[src/rtl/rcs_pkg.sv]
package rcs_pkg;

    localparam int STAB_W = 16;

    typedef enum logic [1:0] {
        SEQ_RUN   = 2'd0,
        SEQ_LIGHT = 2'd1,
        SEQ_HEAVY = 2'd2,
        SEQ_STAB  = 2'd3
    } seq_state_e;

    typedef enum logic [1:0] {
        CAUSE_POWER     = 2'd0,
        CAUSE_PIN       = 2'd1,
        CAUSE_WDT_HEAVY = 2'd2,
        CAUSE_WDT_LIGHT = 2'd3
    } rst_cause_e;

    typedef struct packed {
        logic osc;
        logic cpu;
        logic sys;
        logic per;
        logic wdt;
        logic hiz;
    } clk_ctl_t;

    function automatic logic is_reset_state(seq_state_e s);
        return (s == SEQ_LIGHT) || (s == SEQ_HEAVY);
    endfunction

    function automatic rst_cause_e pick_cause(logic pin_req, logic wdt_heavy_req);
        if (pin_req) begin
            return CAUSE_PIN;
        end
        if (wdt_heavy_req) begin
            return CAUSE_WDT_HEAVY;
        end
        return CAUSE_WDT_LIGHT;
    endfunction

    function automatic clk_ctl_t decode_ctl(seq_state_e s);
        clk_ctl_t c;
        c = '{osc: 1'b1, cpu: 1'b0, sys: 1'b0, per: 1'b0, wdt: 1'b1, hiz: 1'b0};
        case (s)
            SEQ_RUN: begin
                c.cpu = 1'b1;
                c.sys = 1'b1;
                c.per = 1'b1;
            end
            SEQ_LIGHT: begin
                c.hiz = 1'b1;
            end
            SEQ_HEAVY: begin
                c.osc = 1'b0;
                c.wdt = 1'b0;
                c.hiz = 1'b1;
            end
            default: begin
            end
        endcase
        return c;
    endfunction

endpackage

[src/rtl/rcs_pin_sync.sv]
module rcs_pin_sync #(
    parameter int STAGES = 2
) (
    input  logic clk_i,
    input  logic rst_i,
    input  logic pin_i,
    output logic req_o
);
    logic [STAGES-1:0] chain_q;

    generate
        if (STAGES == 1) begin : g_single
            always_ff @(posedge clk_i or posedge pin_i) begin
                if (pin_i) begin
                    chain_q <= 1'b1;
                end else begin
                    chain_q <= 1'b0;
                end
            end
        end else begin : g_multi
            always_ff @(posedge clk_i or posedge pin_i) begin
                if (pin_i) begin
                    chain_q <= '1;
                end else if (rst_i) begin
                    chain_q <= '0;
                end else begin
                    chain_q <= {chain_q[STAGES-2:0], 1'b0};
                end
            end
        end
    endgenerate

    assign req_o = chain_q[STAGES-1];
endmodule

[src/rtl/rcs_stab_timer.sv]
module rcs_stab_timer #(
    parameter int CNT_W = 16
) (
    input  logic             clk_i,
    input  logic             rst_i,
    input  logic             load_i,
    input  logic [CNT_W-1:0] load_val_i,
    output logic             last_o
);
    localparam logic [CNT_W-1:0] ONE = CNT_W'(1);

    logic [CNT_W-1:0] cnt_q;

    always_ff @(posedge clk_i) begin
        if (rst_i) begin
            cnt_q <= '0;
        end else if (load_i) begin
            cnt_q <= load_val_i;
        end else if (cnt_q != '0) begin
            cnt_q <= cnt_q - ONE;
        end
    end

    assign last_o = (cnt_q == ONE);
endmodule

[src/rtl/rcs_seq_fsm.sv]
module rcs_seq_fsm
    import rcs_pkg::*;
(
    input  logic       clk_i,
    input  logic       rst_i,
    input  logic       pin_req_i,
    input  logic       wdt_heavy_i,
    input  logic       wdt_light_i,
    input  logic       stab_zero_i,
    input  logic       stab_last_i,
    output seq_state_e state_o,
    output rst_cause_e cause_o,
    output logic       init_pulse_o,
    output logic       stab_load_o
);
    seq_state_e state_q;
    seq_state_e state_d;
    rst_cause_e cause_q;
    logic       init_q;
    logic       heavy_req;
    logic       entering;

    assign heavy_req = pin_req_i | wdt_heavy_i;

    always_comb begin
        state_d = state_q;
        case (state_q)
            SEQ_RUN: begin
                if (heavy_req) begin
                    state_d = SEQ_HEAVY;
                end else if (wdt_light_i) begin
                    state_d = SEQ_LIGHT;
                end
            end
            SEQ_LIGHT: begin
                if (heavy_req) begin
                    state_d = SEQ_HEAVY;
                end else if (!wdt_light_i) begin
                    state_d = SEQ_RUN;
                end
            end
            SEQ_HEAVY: begin
                if (!heavy_req) begin
                    state_d = stab_zero_i ? SEQ_RUN : SEQ_STAB;
                end
            end
            default: begin
                if (heavy_req) begin
                    state_d = SEQ_HEAVY;
                end else if (stab_last_i) begin
                    state_d = SEQ_RUN;
                end
            end
        endcase
    end

    assign entering = is_reset_state(state_d) && (state_d != state_q);

    always_ff @(posedge clk_i) begin
        if (rst_i) begin
            state_q <= SEQ_HEAVY;
            cause_q <= CAUSE_POWER;
            init_q  <= 1'b0;
        end else begin
            state_q <= state_d;
            init_q  <= entering;
            if (entering) begin
                cause_q <= pick_cause(pin_req_i, wdt_heavy_i);
            end
        end
    end

    assign state_o      = state_q;
    assign cause_o      = cause_q;
    assign init_pulse_o = init_q;
    assign stab_load_o  = (state_q == SEQ_HEAVY) && !heavy_req;
endmodule

[src/rtl/reset_clock_sequencer.sv]
module reset_clock_sequencer
    import rcs_pkg::*;
#(
    parameter int CNT_W       = rcs_pkg::STAB_W,
    parameter int SYNC_STAGES = 2
) (
    input  logic             clk_i,
    input  logic             rst_i,
    input  logic             pin_rst_i,
    input  logic             wdt_heavy_i,
    input  logic             wdt_light_i,
    input  logic [CNT_W-1:0] stab_cnt_i,
    input  logic             sub_clk_req_i,
    output logic             osc_en_o,
    output logic             cpu_clk_en_o,
    output logic             sys_clk_en_o,
    output logic             per_clk_en_o,
    output logic             wdt_clk_en_o,
    output logic             sub_clk_en_o,
    output logic             port_hiz_o,
    output logic             periph_init_o,
    output logic [1:0]       cause_o
);
    logic       pin_sync;
    logic       stab_last;
    logic       stab_load;
    seq_state_e state;
    rst_cause_e cause;
    clk_ctl_t   ctl;

    rcs_pin_sync #(.STAGES(SYNC_STAGES)) u_pin_sync (
        .clk_i (clk_i),
        .rst_i (rst_i),
        .pin_i (pin_rst_i),
        .req_o (pin_sync)
    );

    rcs_stab_timer #(.CNT_W(CNT_W)) u_stab_timer (
        .clk_i      (clk_i),
        .rst_i      (rst_i),
        .load_i     (stab_load),
        .load_val_i (stab_cnt_i),
        .last_o     (stab_last)
    );

    rcs_seq_fsm u_seq_fsm (
        .clk_i        (clk_i),
        .rst_i        (rst_i),
        .pin_req_i    (pin_sync),
        .wdt_heavy_i  (wdt_heavy_i),
        .wdt_light_i  (wdt_light_i),
        .stab_zero_i  (stab_cnt_i == '0),
        .stab_last_i  (stab_last),
        .state_o      (state),
        .cause_o      (cause),
        .init_pulse_o (periph_init_o),
        .stab_load_o  (stab_load)
    );

    assign ctl          = decode_ctl(state);
    assign osc_en_o     = ctl.osc;
    assign cpu_clk_en_o = ctl.cpu;
    assign sys_clk_en_o = ctl.sys;
    assign per_clk_en_o = ctl.per;
    assign wdt_clk_en_o = ctl.wdt;
    assign port_hiz_o   = ctl.hiz;
    assign cause_o      = cause;
    assign sub_clk_en_o = sub_clk_req_i;
endmodule

[config.mk]
export PLATFORM = sky130hd
export DESIGN_NAME = reset_clock_sequencer
export DESIGN_NICKNAME = d
export VERILOG_FILES = /design/src/rtl/rcs_pkg.sv /design/src/rtl/rcs_pin_sync.sv /design/src/rtl/rcs_stab_timer.sv /design/src/rtl/rcs_seq_fsm.sv /design/src/rtl/reset_clock_sequencer.sv
export SDC_FILE = /design/constraint.sdc
export NUM_CORES = 1
export LEC_CHECK = 0
export CELL_PAD_IN_SITES_DETAIL_PLACEMENT = 1
export CELL_PAD_IN_SITES_GLOBAL_PLACEMENT = 1
export CORE_ASPECT_RATIO = 0.7
export CORE_UTILIZATION = 45
export DETAILED_ROUTE_END_ITERATION = 8
export DONT_BUFFER_PORTS = 1
export PLACE_DENSITY = 0.86
export SLEW_MARGIN = 10
export SYNTH_ARGS = -nofsm -noshare
export SYNTH_HDL_FRONTEND = slang
export SYNTH_HIERARCHICAL = 1
export SYNTH_SLANG_ARGS = --single-unit
[constraint.sdc]
create_clock -name clk_i -period 2.1 [get_ports clk_i]
set_input_delay 0.42 -clock clk_i [delete_from_list [all_inputs] [get_ports clk_i]]
set_output_delay 0.42 -clock clk_i [all_outputs]
set_load 0.02 [all_outputs]
==> results.ini <==
[run_status]
outcome=complete, no violations

[detailed_routing]
drt_iter0_markers=48
drcViolationCount=0
wl_um=3920
dr_total_vias=1222
viasPerCell=6.17
ant_nets=0
wl_per_cell_um=19.8
dr.pass1.iters=4

[global_route]
grt_pass1_vias=1242
grt_pass1_wl_um=6000
grt_use_total_pct=26.3
antenna_found_initial=0
grt.overflow.total=0
grt_max_degree=18

[clock_network]
clkTransAtPathRegs_ns=0.09
cts-root-buf=clkbuf_8
h-tree-depth=1
cts_buffers=3
clock_sinks=23
clock_latency_ns=0.27
cts_setup_buffers=0
clk_path_buf_depth=2
cts_tree=done

[power]
powerDensity_nw_per_um2=914
leakage_uw=0.000568
vdd_drop_max_mv=0.385

[critical_path]
worstPathCellList=inv_1 > ha_1 > nor3b_2 > buf_4 > nand4_2 > a21o_1 > a211oi_1
reg2reg_depth=7
worstSetupStartpointType=flop
cp_num_buf_inv=2
crit_required_ns=2.29
cpMaxStageDelayCell=dfxtp_1
critPathMaxStageDelay_ns=0.36
arrival_ns=2.18
critical_path_class=reg2reg
timing.rr.start=u_stab_timer/cnt_q[1]$_SDFFE_PP0P_
r2r-end=u_stab_timer/cnt_q[1]$_SDFFE_PP0P_
end_kind=flop
cp_top_family=simple AND/OR/NAND/NOR gates
cp_max_fo=6
r2r_setup_slack_ns=0.11

[logic_synthesis]
ys_seq_area_share_pct=35.5
synth-warning-count=6
synth_edf_count=0
yosys-top-cells-count=dfxtp_1, nand2_1, nor2_1, inv_1, nor3_1
synthFlopType=dfxtp_1
ys_ff_latch=23
synth_area_leader_cell=dfxtp_1
postSynthCellCount=158
yosysMostFrequentCell=dfxtp_1
avgSynthCellArea_sq_um=8.43
async_flop_share_pct=8.70
synth_nets=184
synth_area_sq_um=1330
yosys-top-cells-area=dfxtp_1, nand2_1, nor2_1, dfstp_2, inv_1
synth_top_area_share_pct=31.6
synth_cell_types=47

[finish]
final_layout_size_suffix_gt1_share_pct=13.6
num_antenna_cells=0
area_growth_pct=8.08
final_cells=198
n_fill_cell=360
final_core_util_pct=51.3
final_nets=189

[job]
max-cap-violations=0

[timing]
fin_crit_sh_pct=94.8
fmax_ghz=0.502
min_period_ns=1.99
setup_viol=0
worst_pin_slew_ns=0.592
hold_viol_final=0
slew_headroom_pct=60.6
hold_ws_ns=0.0427
fin_skew_ns=0.00109
drv_slew=0

[floorplan]
io_pins=32
die-area_sq_um=3180
start_util_pct=47.5
die_h_um=47.5
design.core.area_sq_um=2800
die_x_um=67.0
fp-row-count=16

[place]
port_buffers=0
placedCellCount=194
gp_congestion=0.793
place_hpwl_um=2980

[min_path]
hold_path_class=in2async

[metrics by stage]
step | total power, uW | setup slack, ns | TNS [ns] | area (sq um)
2_1_floorplan | 859 | 0.281 | 0 | 1330
3_3_place_gp | 965 | 0.307 | 0 | 1380
3_5_place_dp | 1000 | 0.114 | 0 | 1380
4_1_cts | 1300 | 0.0747 | 0 | 1430
5_1_grt | 1380 | -0.0582 | -0.0760 | 1440
6_report | 1310 | 0.109 | 0 | 1440
[layout by cell type (no fill, tap or decap), types with 2 or more instances in the layout]
cell type,instances
xor2_1,2
a221oi_1,4
clkbuf_8,3
dfxtp_1,21
ha_1,4
o21ai_0,7
o31a_1,2
nor3_1,9
nand3_1,3
nand2b_1,2
nand2_1,15
nor2_1,15
mux2i_1,2
inv_1,14
nand4_1,3
nor4_1,8
buf_4,6
or4_1,3
dfstp_2,2
a211oi_1,3
xnor2_1,4
a21oi_1,4
[cells by family after synthesis]
kind of cell | share of synthesized area, %
multiplexers | 1.50
buffers and inverters | 6.77
XOR/XNOR | 3.95
AND/OR/NAND/NOR | 32.5
other | 0.282
flip-flops | 35.5
adder cells (fa/ha/maj) | 3.76
AO/OA/AOI/OAI | 15.7
[flip-flops by register name, summed over array words and instances, names as in the netlist]
register	cells
u_stab_timer/cnt_q	16
u_pin_sync/chain_q	2
u_seq_fsm/cause_o	2
u_seq_fsm/state_o	2
u_seq_fsm/init_pulse_o	1
[metal layers]
| metal | wire, um | track usage (%) | vias up | share of wire (%) |
|---|---|---|---|---|
| met5 | 0 | 0 | - | 0 |
| met4 | 49 | 6.38 | 0 | 1.3 |
| met3 | 259 | 9.29 | 7 | 6.6 |
| met2 | 1850 | 46.0 | 40 | 47 |
| met1 | 1750 | 31.5 | 593 | 45 |
| li1 | - | - | 582 | - |
[where the power goes]
group          switching (uW)  internal (uW)  total (uW)
Combinational             253            189         442
Sequential               83.3            492         576
Clock                     162            135         297
Total                     498            816        1310
[final cells by class]
type	instances	area (sq um)	share of cell area [%]
repair buffers	6	45.0	3.13
clock buffers	3	41.3	2.87
flip-flops and latches	23	473	32.9
well taps	36	45.0	3.13
inverters	14	52.6	3.65
multi-input cells	115	774	53.8
clock inverters	1	7.51	0.522
[how the worst max path moves through the flow]
stage / from / endpoint / slack (ns) / cells past startpoint
3_5_place_dp: u_stab_timer/cnt_q[1]$_SDFFE_PP0P_ / u_stab_timer/cnt_q[8]$_SDFFE_PP0P_ / 0.11 / 6
2_1_floorplan: u_stab_timer/cnt_q[0]$_SDFFE_PP0P_ / u_stab_timer/cnt_q[10]$_SDFFE_PP0P_ / 0.28 / 6
3_3_place_gp: u_stab_timer/cnt_q[5]$_SDFFE_PP0P_ / u_stab_timer/cnt_q[11]$_SDFFE_PP0P_ / 0.31 / 4
4_1_cts: u_stab_timer/cnt_q[1]$_SDFFE_PP0P_ / u_stab_timer/cnt_q[8]$_SDFFE_PP0P_ / 0.07 / 6
5_1_grt: u_stab_timer/cnt_q[1]$_SDFFE_PP0P_ / u_stab_timer/cnt_q[1]$_SDFFE_PP0P_ / -0.06 / 7
6_report: u_stab_timer/cnt_q[1]$_SDFFE_PP0P_ / u_stab_timer/cnt_q[1]$_SDFFE_PP0P_ / 0.11 / 7
[worst reg2reg max path: stages, from the launching register on]
cell	delay, ns
dfxtp_1	0.36
inv_1	0.11
ha_1	0.21
nor3b_2	0.32
buf_4	0.20
nand4_2	0.23
a21o_1	0.25
a211oi_1	0.23
[timing repair]
action	CTS	global route
hold endpoints to repair	0	0
resized for setup	0	2
hold buffers	0	0
endpoints found under the setup margin	0	1
(Power assumes the default switching activity.)
